### config.mk
export PLATFORM = sky130hd
export DESIGN_NAME = hbus_bridge
export DESIGN_NICKNAME = d
export VERILOG_FILES = /design/src/rtl/hbus_pkg.sv /design/src/rtl/hbus_sync.sv /design/src/rtl/hbus_ctrl.sv /design/src/rtl/hbus_dpath.sv /design/src/rtl/hbus_bridge.sv
export SDC_FILE = /design/constraint.sdc
export NUM_CORES = 1
export LEC_CHECK = 0
export BUFFER_PORTS_ARGS = -buffer_cell sky130_fd_sc_hd__buf_2
export CAP_MARGIN = 20
export CORE_MARGIN = 2
export CORE_UTILIZATION = 38
export CTS_CLUSTER_DIAMETER = 100
export DETAILED_ROUTE_END_ITERATION = 8
export GPL_TIMING_DRIVEN = 0
export PLACE_DENSITY = 0.75
export SETUP_SLACK_MARGIN = 0.3
export SYNTH_ARGS = -nofsm -noshare
export SYNTH_HDL_FRONTEND = slang
export SYNTH_SLANG_ARGS = --single-unit
### constraint.sdc
create_clock -name clk -period 1.8 [get_ports clk]
set_input_delay 0.36 -clock clk [delete_from_list [all_inputs] [get_ports clk]]
set_output_delay 0.36 -clock clk [all_outputs]
set_load 0.005 [all_outputs]
### src/rtl/hbus_pkg.sv
package hbus_pkg;
   typedef enum logic [1:0] {
      ST_IDLE = 2'd0,
      ST_REQ  = 2'd1,
      ST_ACK  = 2'd2,
      ST_REL  = 2'd3
   } hbus_state_e;
endpackage

### src/rtl/hbus_sync.sv
module hbus_sync #(
   parameter int W      = 3,
   parameter int STAGES = 2,
   parameter logic [W-1:0] RST_VAL = '1
) (
   input  logic         clk,
   input  logic         rst_n,
   input  logic [W-1:0] d,
   output logic [W-1:0] q
);
   logic [W-1:0] st [STAGES];

   always_ff @(posedge clk or negedge rst_n) begin
      if (!rst_n) st[0] <= RST_VAL;
      else        st[0] <= d;
   end

   for (genvar i = 1; i < STAGES; i++) begin : g_stage
      always_ff @(posedge clk or negedge rst_n) begin
         if (!rst_n) st[i] <= RST_VAL;
         else        st[i] <= st[i-1];
      end
   end

   assign q = st[STAGES-1];
endmodule

### src/rtl/hbus_ctrl.sv
module hbus_ctrl
   import hbus_pkg::*;
(
   input  logic clk,
   input  logic rst_n,
   input  logic cs_s_n,
   input  logic as_s_n,
   input  logic ds_s_n,
   input  logic done,
   output logic req,
   output logic launch,
   output logic ack_act
);
   hbus_state_e state_q, state_d;

   always_comb begin
      state_d = state_q;
      launch  = 1'b0;
      unique case (state_q)
         ST_IDLE: if (!cs_s_n && !as_s_n && !ds_s_n) begin
            state_d = ST_REQ;
            launch  = 1'b1;
         end
         ST_REQ:  if (done) state_d = ST_ACK;
         ST_ACK:  if (as_s_n || ds_s_n) state_d = ST_REL;
         ST_REL:  if (as_s_n && ds_s_n) state_d = ST_IDLE;
         default: state_d = ST_IDLE;
      endcase
   end

   always_ff @(posedge clk or negedge rst_n) begin
      if (!rst_n) state_q <= ST_IDLE;
      else        state_q <= state_d;
   end

   assign req     = (state_q == ST_REQ);
   assign ack_act = (state_q == ST_ACK);
endmodule

### src/rtl/hbus_dpath.sv
module hbus_dpath #(
   parameter int DATA_W = 16
) (
   input  logic              clk,
   input  logic              rst_n,
   input  logic              launch,
   input  logic              done,
   input  logic              req,
   input  logic              cs_s_n,
   input  logic              host_rd_wr,
   input  logic [DATA_W-1:0] host_data_in,
   input  logic [DATA_W-1:0] reg_rdata,
   output logic [DATA_W-1:0] wdata_q,
   output logic [DATA_W-1:0] rdata_q,
   output logic              rw_q,
   output logic              rd_valid
);
   always_ff @(posedge clk or negedge rst_n) begin
      if (!rst_n) begin
         wdata_q  <= '0;
         rdata_q  <= '0;
         rw_q     <= 1'b1;
         rd_valid <= 1'b0;
      end else begin
         if (launch) begin
            wdata_q  <= host_data_in;
            rw_q     <= host_rd_wr;
            rd_valid <= 1'b0;
         end else if (req && done && rw_q) begin
            rdata_q  <= reg_rdata;
            rd_valid <= 1'b1;
         end else if (cs_s_n) begin
            rd_valid <= 1'b0;
         end
      end
   end
endmodule

### src/rtl/hbus_bridge.sv
module hbus_bridge #(
   parameter int ADDR_W      = 21,
   parameter int DATA_W      = 16,
   parameter int SYNC_STAGES = 2
) (
   input  logic              clk,
   input  logic              rst_n,
   input  logic              host_cs_n,
   input  logic              host_as_n,
   input  logic              host_ds_n,
   input  logic              host_rd_wr,
   input  logic [ADDR_W-1:0] host_addr,
   input  logic [DATA_W-1:0] host_data_in,
   output logic [DATA_W-1:0] host_data_out,
   output logic              host_data_oe,
   output logic              host_ack_n,
   output logic              host_ack_oe,
   output logic              reg_req,
   output logic              reg_wr,
   output logic [ADDR_W-1:0] reg_addr,
   output logic [DATA_W-1:0] reg_wdata,
   input  logic [DATA_W-1:0] reg_rdata,
   input  logic              reg_done
);
   localparam int NSTROBE = 3;

   if (SYNC_STAGES < 2) begin : g_bad_sync
      $error("hbus_bridge: SYNC_STAGES must be at least 2");
   end
   if (ADDR_W < 1 || DATA_W < 1) begin : g_bad_width
      $error("hbus_bridge: widths must be positive");
   end

   logic [NSTROBE-1:0] strb_s;
   logic cs_s_n, as_s_n, ds_s_n;
   logic launch, ack_act, rw_q, rd_valid;
   logic [DATA_W-1:0] rdata_q;

   hbus_sync #(.W(NSTROBE), .STAGES(SYNC_STAGES), .RST_VAL('1)) u_sync (
      .clk   (clk),
      .rst_n (rst_n),
      .d     ({host_cs_n, host_as_n, host_ds_n}),
      .q     (strb_s)
   );
   assign {cs_s_n, as_s_n, ds_s_n} = strb_s;

   hbus_ctrl u_ctrl (
      .clk     (clk),
      .rst_n   (rst_n),
      .cs_s_n  (cs_s_n),
      .as_s_n  (as_s_n),
      .ds_s_n  (ds_s_n),
      .done    (reg_done),
      .req     (reg_req),
      .launch  (launch),
      .ack_act (ack_act)
   );

   hbus_dpath #(.DATA_W(DATA_W)) u_dpath (
      .clk          (clk),
      .rst_n        (rst_n),
      .launch       (launch),
      .done         (reg_done),
      .req          (reg_req),
      .cs_s_n       (cs_s_n),
      .host_rd_wr   (host_rd_wr),
      .host_data_in (host_data_in),
      .reg_rdata    (reg_rdata),
      .wdata_q      (reg_wdata),
      .rdata_q      (rdata_q),
      .rw_q         (rw_q),
      .rd_valid     (rd_valid)
   );

   assign reg_addr      = host_addr;
   assign reg_wr        = reg_req & ~rw_q;
   assign host_ack_oe   = ~cs_s_n;
   assign host_ack_n    = ~ack_act;
   assign host_data_out = rdata_q;
   assign host_data_oe  = ~cs_s_n & host_rd_wr & rd_valid;
endmodule

* Word-level counts from Yosys, hierarchy flattened
Index checks and enable logic that the tools add are counted.
** Cells by class
- Equal/unequal tests :: 7
- Multiplexer cells :: 10
- Bitwise operators :: 7
- Reductions and logical operators :: 13
** Operator list (number)
- 2-bit 2-to-1 mux :: 4
- 2-bit by 1-bit != test with 1-bit output (second input constant) :: 4
- 2-bit one-hot mux with 4 select lines :: 1
- 1-bit logical AND :: 5
- 1-bit 2-to-1 mux :: 5
- 2-bit equality test (second input constant) :: 2
- 1-bit NOT :: 4
- 4-bit AND reduction :: 1
- 1-bit AND :: 3
- 1-bit zero test :: 3
- 3-bit nonzero test :: 1
- 2-bit by 1-bit equality test with 1-bit output (second input constant) :: 1
- 2-bit zero test :: 1
- 2-bit AND reduction :: 1
- 1-bit logical OR :: 1
** Word-level totals
- Bits in registers :: 42
- Input port bits :: 60
- Output and inout port bits :: 58
- Logic and storage cells :: 44

* Logic depth before layout (Yosys ltp)
Gate-level depths: netlist of the first run.
- Depth after elaboration :: 7
- Depth in mapped cells :: 7
- Depth with buffers taken out :: 5

* Modules after synthesis
Synthesis of the first run repeated with hierarchy kept, for this count alone.
** Second synthesis, totals
- Cell total of the unflattened synthesis :: 128
- Area total of the unflattened synthesis :: 1879.3 µm²
** By module, submodules not included
- hbus_dpath :: times used 1, cells an instance 74, area an instance 1328.8 µm², seq. area each 852.1 µm²
- hbus_ctrl :: times used 1, cells an instance 20, area an instance 190.2 µm², seq. area each 50.0 µm²
- hbus_bridge :: times used 1, cells an instance 25, area an instance 180.2 µm², seq. area each 0.0 µm²
- hbus_sync :: times used 1, cells an instance 9, area an instance 180.2 µm², seq. area each 157.7 µm²

* Worst setup path before layout of the first run
Ideal clock, no wire load.
- Kind :: reg-to-reg
- Start point :: register u_ctrl.state_q[0]
- End point :: register u_dpath.rdata_q[10]
- Setup time :: 0.125 ns
- Arrival time :: 1.615 ns
- Required time :: 1.675 ns
- Setup slack :: 0.060 ns
- Stages on the path, launching flop included :: 8
- Buffers on the path :: 2
- Period minus slack after synthesis :: 1.740 ns
- Cell sequence :: dfrtp_1 > inv_1 > ha_1 > nor4b_2 > buf_4 > nor2_4 > buf_6 > mux2_4
** On the way
- Word-level cells in the longest chain between the ends :: 4
- Elaborated cells between the ends (all ways) :: 7
- Classes of those cells :: eq/ne (1); mux (1); bitwise (1); reduce/logical (4)
** RTL lines
- from (decl) :: RTL line hbus_ctrl.sv:14 : hbus_state_e state_q, state_d;
- from (signal assigned) :: RTL line hbus_ctrl.sv:33 : else state_q <= state_d;
- 2-bit by 1-bit equality test with 1-bit output or 2-bit zero test (tied branches) :: RTL line hbus_ctrl.sv:36, hbus_ctrl.sv:19
- 1-bit logical AND or 1-bit 2-to-1 mux (tied branches) :: RTL line hbus_dpath.sv:29, hbus_ctrl.sv:19
- 1-bit logical AND or 1-bit NOT (tied branches)
- 2-bit AND reduction (no source line) (*)
- to (signal assigned) :: RTL line hbus_dpath.sv:30 : rdata_q <= reg_rdata;
- to (decl) :: RTL line hbus_dpath.sv:14 : output logic [DATA_W-1:0] rdata_q,
Every way passes the cells marked *; elsewhere a longest branch is shown, timed or not.
A chain may end at the register's enable or synchronous reset.

* Worst setup path in the final report of the first run
- Start point :: register u_ctrl.state_q[0]
- End point :: register u_dpath.wdata_q[10]
** On the way
- Word-level cells in the longest chain between the ends :: 2
** RTL lines
- 2-bit zero test :: RTL line hbus_ctrl.sv:19 : unique case (state_q)
- 1-bit 2-to-1 mux :: RTL line hbus_ctrl.sv:19
- to (signal assigned) :: RTL line hbus_dpath.sv:26 : wdata_q <= host_data_in;
- to (decl) :: RTL line hbus_dpath.sv:13 : output logic [DATA_W-1:0] wdata_q,
No other way between the ends.

==> metrics.md, run 1 <==
| Metric | Value |
|---|---|
| Dpl hpwl | `2750 um` |
| Post-Syn Area | `0.00185 mm2` |
| Critical Path Start | `u_ctrl.state_q[0]` |
| Initial core utilization | `0.392` |
| Layout area overhead | `54.5%` |
| Internal power | `2.94 mW` |
| Seq pwr share | `0.388` |
| Post-synthesis register bit count | `42` |
| Vias in the first global route | `1,330` |
| Worst setup path class | `flop to flop` |
| Clock slew at reported path FFs | `80 ps` |
| Worst path required time | `1970 ps` |
| Share of the synthesized area in the top cell type | `0.473` |
| Final-report hold violation count | `0` |
| Met3 WL post-DR | `351 um` |
| Worst min path class | `input port to flop` |
| H-Tree Depth | `2` |
| Syn Area/Cell | `15.0 um2` |
| Status | `finished clean` |
| Logic pwr share | `0.435` |
| Psw | `1.16 mW` |
| FMAX | `611 MHz` |
| Fin crit period | `1640 ps` |
| Worst reg2reg path startpoint | `u_ctrl.state_q[0]` |
| Global-route wire length before repair | `6310 um` |
| Pwr/cell area | `1430 mW/mm2` |
| DR WL/cell | `13.3 um` |
| Synth area leader | `dfrtp_1` |
| Diode count | `0` |
| Design Area, Final | `0.00286 mm2` |
| Die ar. | `0.00544 mm2` |
| DRC Markers | `0` |
| Post-synthesis cell count | `123` |
| Synth unique cells | `21` |
| Final Skew | `10.1 ps` |
| Max cap viols | `0` |
| RSZ-0062 raised after global routing | `yes` |
| NumNets Final | `305` |
| Ys Warns | `0` |
| Slew HR | `0.388` |
| Total GRT Usage | `0.155` |
| DRT iter0 DRCs | `21` |
| Setup violators final | `0` |
| Clk_lat worst skew | `290 ps` |
| Clock network fraction of total power | `0.177` |
| Register area share after synthesis | `0.573` |
| Die width | `73.8 um` |
| Fin. max-slew vios | `0` |
| Worst setup SP type | `flop` |
| GR Overflow Total | `0` |
| Clock sink count | `42` |
| Post-DRT Antenna Nets | `0` |
| WP data arrival | `1810 ps` |
| RD Place Congestion | `0.699` |
| CP Capture Type | `flop` |
| Cts hold-fix bufs | `0` |
| Post-Syn Nets | `188` |
| Synth area leaders | `dfrtp_1 47%, mux2_2 15%, dfstp_2 9.9%, buf_4 9.3%, mux2_4 8.1%` |
| Height of the die | `73.8 um` |
| Top sig layer | `met4` |
| Initial antenna violation count | `0` |
| Drt total wl | `4100 um` |
| Fin crit share | `0.909` |
| Root buffer cell | `clkbuf_8` |
| Row Count | `25` |
| Max VDD drop | `0.748 mV` |
| Top-Level Pins | `118` |
| Pin count of the biggest net entering global routing | `43` |
| Core Area | `0.00472 mm2` |
| Tightest Pin Transition | `918 ps` |
| Via count | `1,326` |
| Clk buf depth | `2` |
| Clock buffers created by TritonCTS | `5` |
| Power, Total | `4.10 mW` |
| M1 wire length | `1560 um` |
| Worst-path fanout max | `5` |
| Vias/cell | `4.31` |
| Met2 wire length | `2120 um` |
| Placed Instance Area | `0.00242 mm2` |
| PortBufs | `96` |
| Lkg Pwr | `1.47 nW` |
| Pre-Repair DR Iteration Count | `4` |
| Sw Share | `0.283` |
| CTS tree | `yes` |
| HP Start | `host_cs_n` |
| Fraction of layout instances using a drive strength above 1 | `0.809` |
## registers in the layout, summed over array words and instances (netlist names)
name	count
u_dpath.rw_q	1
u_dpath.rdata_q	16
u_sync.st	3
u_dpath.rd_valid	1
u_sync.q	3
u_ctrl.state_q	2
u_dpath.wdata_q	16
## what timing repair did
| item | in CTS | in global routing |
|---|---|---|
| pin swaps | 3 | 3 |
| buffers inserted | 10 | 2 |
| gates resized for setup | 30 | 10 |
| gates cloned | 2 | 0 |
| endpoints found under the setup margin | 40 | 40 |
## cells by family (layout without fill, tap and decap cells)
group	Yosys count	after routing	share of synthesized area
DFF	42	42	0.573
muxes	35	35	0.233
buffers and inverters	29	147	0.110
and+or+nand+nor	8	8	0.0318
adders and majority gates	5	5	0.0338
AOI/OAI and AO/OA	4	4	0.0196
## layout by cell type (no fill, tap or decap)
cell type,instances
buf_6,3
dfrtp_2,1
ha_1,1
and3_1,1
mux2_4,26
mux2i_1,1
inv_1,2
nor4b_4,1
o31a_1,1
buf_12,1
nor2_4,1
clkbuf_1,1
buf_16,1
buf_4,30
clkbuf_8,5
buf_8,2
clkinvlp_4,1
nand3_4,1
dfstp_2,7
dfrtp_1,34
nand2_1,1
clkbuf_16,1
nor2_1,1
mux2_2,8
nor3b_1,1
bufinv_16,1
ha_4,4
inv_2,3
buf_2,96
a21oi_1,1
nor2b_1,1
a21boi_4,1
a2111oi_4,1
## critical path: stages, from the launching register on
cell and delay [ps]:
dfrtp_2 430, inv_2 80, ha_4 130, nor4b_4 210, buf_6 180, buf_12 110
buf_16 100, mux2_4 290
## final cells by class
| cell class | count | area, um2 |
|---|---|---|
| Tap cell | 67 | 83.8 |
| Clock inverter | 2 | 37.5 |
| Sequential cell | 42 | 1060 |
| Inverter | 5 | 18.8 |
| Multi-Input combinational cell | 52 | 743 |
| Fill cell | 391 | 1860 |
| Buffer | 24 | 199 |
| Clock buffer | 6 | 72.6 |
| Timing Repair Buffer | 110 | 643 |
## path summary, 6_finish.rpt
check | to | slack (ps) | cells past startpoint
max | u_dpath.wdata_q[10] | 160 | 7
max in group asynchronous | u_ctrl.state_q[0] | 970 | 1
max reg2reg | u_dpath.wdata_q[10] | 160 | 7
min reg2reg | u_sync.q[1] | 360 | 0
min in group asynchronous | u_dpath.rdata_q[0] | 190 | 1
min | u_sync.st[5] | 170 | 1
## cell usage after synthesis
cell        n
mux2_2     24
o31a_1      1
buf_6       1
buf_4      23
nand3_1     1
nor2b_1     1
nor4b_2     1
inv_1       5
dfstp_2     7
and3_1      1
ha_1        5
nor2_1      1
dfrtp_1    35
mux2_4     10
nor2_4      1
a21boi_0    1
a2111oi_2   1
a21oi_1     1
mux2i_1     1
nor3b_1     1
nand2_1     1
## power by group through the flow
stage	logic (mW)	registers [mW]	clock network, mW
after CTS	1.71	1.58	0.753
after global placement	1.29	1.57	0
after detailed placement	1.34	1.58	0
after global routing	1.93	1.65	0.791
final	1.78	1.59	0.726
after floorplan	0.728	1.61	0
## stage by stage
stage | std cells | utilization | setup TNS (ps) | hold slack (ps) | setup slack, ps
floorplan | 123 | - | 0 | 64.4 | 126
CTS | 306 | 0.594 | 0 | 150 | 127
finish | 308 | 0.605 | 0 | 165 | 165
global route | 308 | 0.605 | 0 | 144 | 102
global placement | 286 | 0.513 | -112 | 348 | -11.8
detailed placement | 286 | 0.513 | -384 | 347 | -48.3
## layer usage
layer,up-vias,global-route usage
li1,627,-
met1,622,0.188
met2,71,0.257
met3,6,0.0576
met4,0,0.0485
met5,-,0
Power figures use the tool's default switching activity.
==> run 2, diff against run 1 <==
--- a/config.mk
+++ b/config.mk
@@ -5,6 +5,8 @@
 export SDC_FILE = /design/constraint.sdc
 export NUM_CORES = 1
 export LEC_CHECK = 0
+export ABC_AREA = 1
+export ABC_CLOCK_PERIOD_IN_PS = 1800
 export BUFFER_PORTS_ARGS = -buffer_cell sky130_fd_sc_hd__buf_2
 export CAP_MARGIN = 20
 export CORE_MARGIN = 2
==> run 2 against run 1 <==
Compared with the run above:
- global-route usage shrank 0.49 points
- clock skew is 4.6 ps lower
- via count rose by 24%
- critical path depth down 3
- synthesized area up 0.68%
- cell count up 23%
- synthesized cell count up 64%
- worst hold slack improved by 3.5 ps
- sequential power is essentially flat
- combinational power shrank 22%
- sequential share of layout area rose by 2.9 points
- non-clock buffer count decreased by 4
- critical endpoint is now host_ack_n
- largest power group is now registers
==> metrics.md, run 2 <==
| Metric | Value |
|---|---|
| DRT iter0 DRCs | `65 (+210%)` |
| DR WL/cell | `11.1 um (-17%)` |
| Biggest regs | `u_dpath.rdata_q: 16 flops, u_dpath.wdata_q: 16 flops` |
| H-Tree Depth | `2 (unchanged)` |
| Clk buf depth | `2 (unchanged)` |
| Vias/cell | `4.34 (+0.86%)` |
| WP data arrival | `1150 ps (-660 ps)` |
| RSZ-0062 raised after global routing | `yes` |
| CP Capture Type | `primary output` |
| Row Count | `25 (unchanged)` |
| Core Area | `0.00472 mm2 (unchanged)` |
| Top post-synthesis cells by count | `90 x nand2_1, 35 x dfrtp_1, 24 x buf_4, 17 x nand3_1, 7 x dfstp_2` |
| DP Worst Slack | `195 ps (+243 ps)` |
| Commonest non-fill, non-tap cell in the layout | `buf_2` |
| Pin count of the biggest net entering global routing | `43 (unchanged)` |
| Predominant post-synthesis flop cell | `dfrtp_1` |
| Worst min path class | `input port to flop` |
| Share of flip-flops with an asynchronous set or reset | `1.00 (unchanged)` |
| Fraction of layout instances using a drive strength above 1 | `0.511 (-0.298)` |
| Post-synthesis cell count | `202 (+64%)` |
| Total GRT Usage | `0.150 (-0.00489)` |
| Vias in the first global route | `1,409 (+5.9%)` |
| Worst-path fanout max | `3 (-2)` |
| Global-route wire length before repair | `6280 um (-0.43%)` |
| Worst R2R Setup Slack | `390 ps (+230 ps)` |
| Die ar. | `0.00548 mm2 (+0.64%)` |
| Top-Level Pins | `118 (unchanged)` |
| Max cap viols | `0 (unchanged)` |
| Post-Syn Area | `0.00186 mm2 (+0.68%)` |
| EDFF count, synth | `0 (unchanged)` |
| DRC Markers | `0 (unchanged)` |
| Worst setup path class | `flop to primary output` |
| Worst hold stages | `1 (unchanged)` |
| Layout area overhead | `42.4%` |
| R2R depth | `7 (unchanged)` |
| Synth area leaders | `dfrtp_1 47%, nand2_1 18%, dfstp_2 9.9%, buf_4 9.7%, nand3_1 4.6%` |
| Pre-Repair DR Iteration Count | `4 (unchanged)` |
| Fin crit period | `1510 ps (-125 ps)` |
| Max VDD drop | `0.566 mV (-24%)` |
| Reg area | `0.00106 mm2 (unchanged)` |
| Post-DRT Antenna Nets | `0 (unchanged)` |
| Root buffer cell | `clkbuf_8` |
| Share of the synthesized area in the top cell type | `0.470 (-0.00318)` |
| PortBufs | `96 (unchanged)` |
| Most common cell in the netlist | `nand2_1` |
| CTS tree | `yes` |
| Post-synthesis register bit count | `42 (unchanged)` |
| Status | `finished clean` |
| Clk_lat worst skew | `290 ps (about the same)` |
| Worst setup SP type | `flop` |
| Fin Setup TNS | `0 ps (unchanged)` |
| Ys Warns | `0 (unchanged)` |
| Fillers | `437 (+12%)` |
| Final Skew | `5.51 ps (-4.56 ps)` |
| Diode count | `0 (unchanged)` |
| FMAX | `662 MHz (+8.2%)` |
| Lkg Pwr | `1.52 nW (+3.8%)` |
| Synth unique cells | `19 (-9.5%)` |
| Area of the multi-input gates | `632 um2 (-15%)` |
| Clock slew at reported path FFs | `80 ps (about the same)` |
| Via count | `1,650 (+24%)` |
| Height of the die | `74.0 um (+0.32%)` |
| Post-Syn Nets | `267 (+42%)` |
| Clock buffers created by TritonCTS | `5 (unchanged)` |
| Tightest Pin Transition | `909 ps (-8.62 ps)` |
| Syn Area/Cell | `9.22 um2 (-39%)` |
| Final-report hold violation count | `0 (unchanged)` |
| Initial core utilization | `0.394 (+0.00265)` |
| Pwr/cell area | `1390 mW/mm2 (-3.3%)` |
| Most frequent cells in the layout | `100 x buf_2, 89 x nand2_1, 34 x dfrtp_1` |
| Worst path required time | `1440 ps (-530 ps)` |
| Setup violators final | `0 (unchanged)` |
| Die width | `74.0 um (+0.32%)` |
| Drt total wl | `4210 um (+2.9%)` |
| Dpl hpwl | `2980 um (+8.5%)` |
| RD Place Congestion | `0.751 (+7.4%)` |
| Synth area leader | `dfrtp_1` |
| GR Overflow Total | `0 (unchanged)` |
| NumNets Final | `377 (+24%)` |
| Clock sink count | `42 (unchanged)` |
| Register area share after synthesis | `0.569 (-0.00385)` |
| Slew HR | `0.394 (+0.00575)` |
| Final WS setup | `289 ps (+125 ps)` |
| Fin. max-slew vios | `0 (unchanged)` |
| Initial antenna violation count | `0 (unchanged)` |
| Fin crit share | `0.839 (-0.0692)` |
run 2: cell count changes in the layout (fill, tap and decap cells not counted), moves of 4 or more:
cell     delta
mux2_2      -8
mux2_4     -26
nand3_1    +17
nand2_1    +88
buf_2       +4
run 2: repair_timing:
action	4_1_cts	5_1_grt
gates cloned	0	1
endpoints found under the setup margin	24	33
pin swaps	0	2
setup buffers	4	2
hold buffers	0	0
resized for setup	10	8
run 2: kinds of logic after synthesis:
kind of cell	synth area share
adders and majority gates	0.0336
DFF	0.569
and+or+nand+nor	0.268
buffers and inverters	0.122
AOI/OAI and AO/OA	0.00806
run 2: final cells by class:
class	instances	area share
Sequential cell	42	0.400
Multi-Input combinational cell	126	0.238
Timing Repair Buffer	102	0.198
Buffer	28	0.0783
Tap cell	67	0.0316
Clock buffer	5	0.0259
Clock inverter	3	0.0151
Inverter	7	0.0127
run 2: where the power goes:
group | internal, mW | leakage, nW | total, mW | switching, mW
clock | 0.408 | 0.0579 | 0.713 | 0.305
combinational | 0.712 | 0.957 | 1.39 | 0.680
sequential | 1.35 | 0.506 | 1.57 | 0.223
run 2: routing by layer:
| layer | up-vias | GRT usage | share of wire |
|---|---|---|---|
| met5 | - | 0 | 0 |
| met4 | 0 | 0.0364 | 0.0040 |
| met3 | 2 | 0.0474 | 0.079 |
| met2 | 77 | 0.253 | 0.49 |
| met1 | 747 | 0.190 | 0.43 |
| li1 | 824 | - | - |
run 2: final timing paths:
check / end / startpoint
min: u_sync.st[3] / host_ds_n
min reg2reg: u_sync.q[0] / u_sync.st[3]
max in group asynchronous: u_ctrl.state_q[0] / rst_n
max: host_ack_n / u_ctrl.state_q[0]
min in group asynchronous: u_dpath.rdata_q[1] / rst_n
max reg2reg: u_dpath.rdata_q[9] / u_ctrl.state_q[1]
run 2: through the flow:
step                      power [mW]  instance area (um2)  hold slack [ps]  instances  utilization
after floorplan                 2.20                 1860             64.4        202            -
final                           3.68                 2650              169        380        0.562
after detailed placement        2.79                 2430              349        365        0.514
after global placement          2.73                 2430              346        365        0.514
after global routing            3.99                 2650              151        380        0.562
after CTS                       3.62                 2600              158        377        0.550
run 2: worst max-delay path: stages (launching register included):
cell     delay (ps)
dfrtp_2         450
inv_2           130
ha_4            150
inv_1            30
buf_2           110
==> run 3, diff against run 2 <==
--- a/config.mk
+++ b/config.mk
@@ -6,15 +6,15 @@
 export NUM_CORES = 1
 export LEC_CHECK = 0
 export ABC_AREA = 1
-export ABC_CLOCK_PERIOD_IN_PS = 1800
+export ABC_CLOCK_PERIOD_IN_PS = 1550
 export BUFFER_PORTS_ARGS = -buffer_cell sky130_fd_sc_hd__buf_2
 export CAP_MARGIN = 20
 export CORE_MARGIN = 2
-export CORE_UTILIZATION = 38
+export CORE_UTILIZATION = 42
 export CTS_CLUSTER_DIAMETER = 100
 export DETAILED_ROUTE_END_ITERATION = 8
 export GPL_TIMING_DRIVEN = 0
-export PLACE_DENSITY = 0.75
+export PLACE_DENSITY = 0.78
 export SETUP_SLACK_MARGIN = 0.3
 export SYNTH_ARGS = -nofsm -noshare
 export SYNTH_HDL_FRONTEND = slang
==> constraint.sdc (replaced) <==
create_clock -name clk -period 1.55 [get_ports clk]
set_input_delay 0.31 -clock clk [delete_from_list [all_inputs] [get_ports clk]]
set_output_delay 0.31 -clock clk [all_outputs]
set_load 0.005 [all_outputs]
==> run 3 against run 2 <==
Compared with the run above:
- non-clock buffer count rose by 18
- count of clock-buffer cells in the layout increased by 2
- die area decreased by 9.0%
- critical path type unchanged
- largest cell class unchanged
==> metrics.md, run 3 (synthesis results as in run 2) <==
| Metric | Value |
|---|---|
| Status | `finished clean` |
| R2R depth | `7 (unchanged)` |
| Hold Path End | `u_sync.st[3]` |
| Final WS setup | `47.3 ps (-242 ps)` |
| Placed Cells | `350 (-4.1%)` |
| Clock sink count | `42 (unchanged)` |
| DRC Markers | `0 (unchanged)` |
| Fillers | `359 (-18%)` |
| Die ar. | `0.00498 mm2 (-9.0%)` |
| Height of the die | `70.6 um (-4.6%)` |
| Drt total wl | `4460 um (+5.8%)` |
| Max VDD drop | `0.840 mV (+48%)` |
| DRT iter0 DRCs | `68 (+4.6%)` |
| Slew HR | `0.405 (+0.0115)` |
| Diode count | `0 (unchanged)` |
| WP data arrival | `1190 ps (+40 ps)` |
| Post-DRT Antenna Nets | `0 (unchanged)` |
| Pwr/cell area | `1550 mW/mm2 (+12%)` |
| Worst hold stages | `1 (unchanged)` |
| Biggest regs | `u_dpath.rdata_q: 16 flops, u_dpath.wdata_q: 16 flops` |
| Clk buf depth | `2 (unchanged)` |
| Worst setup path class | `flop to primary output` |
| Vias in the first global route | `1,533 (+8.8%)` |
| Worst path required time | `1240 ps (-200 ps)` |
| Final-report hold violation count | `0 (unchanged)` |
| Top-Level Pins | `118 (unchanged)` |
| Clk_lat worst skew | `280 ps (about the same)` |
| Worst R2R Setup Slack | `150 ps (-240 ps)` |
| Global-route wire length before repair | `6670 um (+6.3%)` |
| Fin. max-slew vios | `0 (unchanged)` |
| PortBufs | `96 (unchanged)` |
| GR Overflow Total | `0 (unchanged)` |
| Core Area | `0.00432 mm2 (-8.5%)` |
| Clock slew at reported path FFs | `70 ps (about the same)` |
| DP Worst Slack | `59.8 ps (-135 ps)` |
| Final hold slack | `127 ps (-41.6 ps)` |
| FF-to-FF End | `u_dpath.rdata_q[5]` |
| Total GRT Usage | `0.165 (+0.0150)` |
| CP Capture Type | `primary output` |
| Pre-Repair DR Iteration Count | `4 (unchanged)` |
| Row Count | `24 (-4.0%)` |
| Final Skew | `7.31 ps (+1.79 ps)` |
| RSZ-0062 raised after global routing | `yes` |
| Worst setup SP type | `flop` |
| Commonest non-fill, non-tap cell in the layout | `buf_2` |
| Cell Count, Final, Fillers Out | `382 (+0.53%)` |
| Clock buffers created by TritonCTS | `5 (unchanged)` |
| Design Area, Final | `0.00287 mm2 (+8.1%)` |
| Die width | `70.6 um (-4.6%)` |
| Initial antenna violation count | `0 (unchanged)` |
| Layout area overhead | `53.9%` |
| DR WL/cell | `11.7 um (+5.2%)` |
| Via count | `1,750 (+6.1%)` |
| Max cap viols | `0 (unchanged)` |
| Fin crit period | `1500 ps` |
| Initial core utilization | `0.431 (+0.0364)` |
| FMAX | `665 MHz` |
| Pin count of the biggest net entering global routing | `43 (unchanged)` |
| Dpl hpwl | `2920 um (-2.0%)` |
| Worst min path class | `input port to flop` |
| Worst-path fanout max | `3 (unchanged)` |
| Lkg Pwr | `1.64 nW (+7.5%)` |
| Placed Instance Area | `0.00244 mm2 (+0.57%)` |
| HP Start | `host_ds_n` |
| Most frequent cells in the layout | `97 x buf_2, 84 x nand2_1, 36 x buf_4` |
| Tightest Pin Transition | `892 ps (-17.2 ps)` |
| Fraction of layout instances using a drive strength above 1 | `0.558 (+0.0464)` |
| RD Place Congestion | `0.828 (+10%)` |
| Setup violators final | `0 (unchanged)` |
| H-Tree Depth | `2 (unchanged)` |
| Fin crit share | `0.969` |
| Worst reg2reg path startpoint | `u_ctrl.state_q[0]` |
| Vias/cell | `4.58 (+5.5%)` |
| NumNets Final | `394 (+4.5%)` |
| Root buffer cell | `clkbuf_8` |
| CTS tree | `yes` |
## run 3: timing repair
action | 4_1_cts | 5_1_grt
pin swaps | 1 | 5
gates cloned | 2 | 2
hold buffers | 0 | 0
setup buffers | 16 | 4
endpoints found under the setup margin | 41 | 41
endpoints found under the hold margin | 0 | 0
gates resized for setup | 22 | 15
## run 3: final cells by class
cell class	count	area (um2)	area share
clock buffers	7	76.3	0.0266
flip-flops and latches	42	1060	0.370
inverters	7	33.8	0.0118
clock inverters	1	30.0	0.0105
plain buffers	28	240	0.0838
well taps	52	65.1	0.0227
repair buffers	120	717	0.250
multi-input cells	125	644	0.225
## run 3: per-layer routing
metal	GRT usage	part of all wire
met5	0	0
met4	0.0629	0.011
met3	0.0484	0.084
met2	0.281	0.51
met1	0.200	0.39
## run 3: how the worst max path moves through the flow
stage / startpoint / end / slack, ps
3_3_place_gp: u_ctrl.state_q[0] / u_dpath.rdata_q[12] / 120
4_1_cts: u_ctrl.state_q[0] / host_ack_n / 70
5_1_grt: u_ctrl.state_q[0] / host_ack_n / -20
6_report: u_ctrl.state_q[0] / host_ack_n / 50
2_1_floorplan: u_ctrl.state_q[1] / u_dpath.rdata_q[10] / 260
3_5_place_dp: u_ctrl.state_q[0] / u_dpath.rdata_q[3] / 60
## run 3: through the flow
stage / power [mW] / setup TNS, ps / util
CTS: 4.32 / 0 / 0.639
global route: 4.78 / -22.2 / 0.663
global placement: 3.22 / 0 / 0.565
detailed placement: 3.27 / 0 / 0.565
floorplan: 2.60 / 0 / -
finish: 4.43 / 0 / 0.663
## run 3: report_power, final
group | switching [mW] | internal (mW)
clock | 0.347 | 0.482
combinational | 0.822 | 0.954
sequential | 0.263 | 1.57
total | 1.43 | 3.00
## run 3: critical path, cell delays in order, from the launching register on
cell	delay [ps]
dfrtp_2	440
inv_2	90
ha_1	210
inv_1	50
buf_2	120
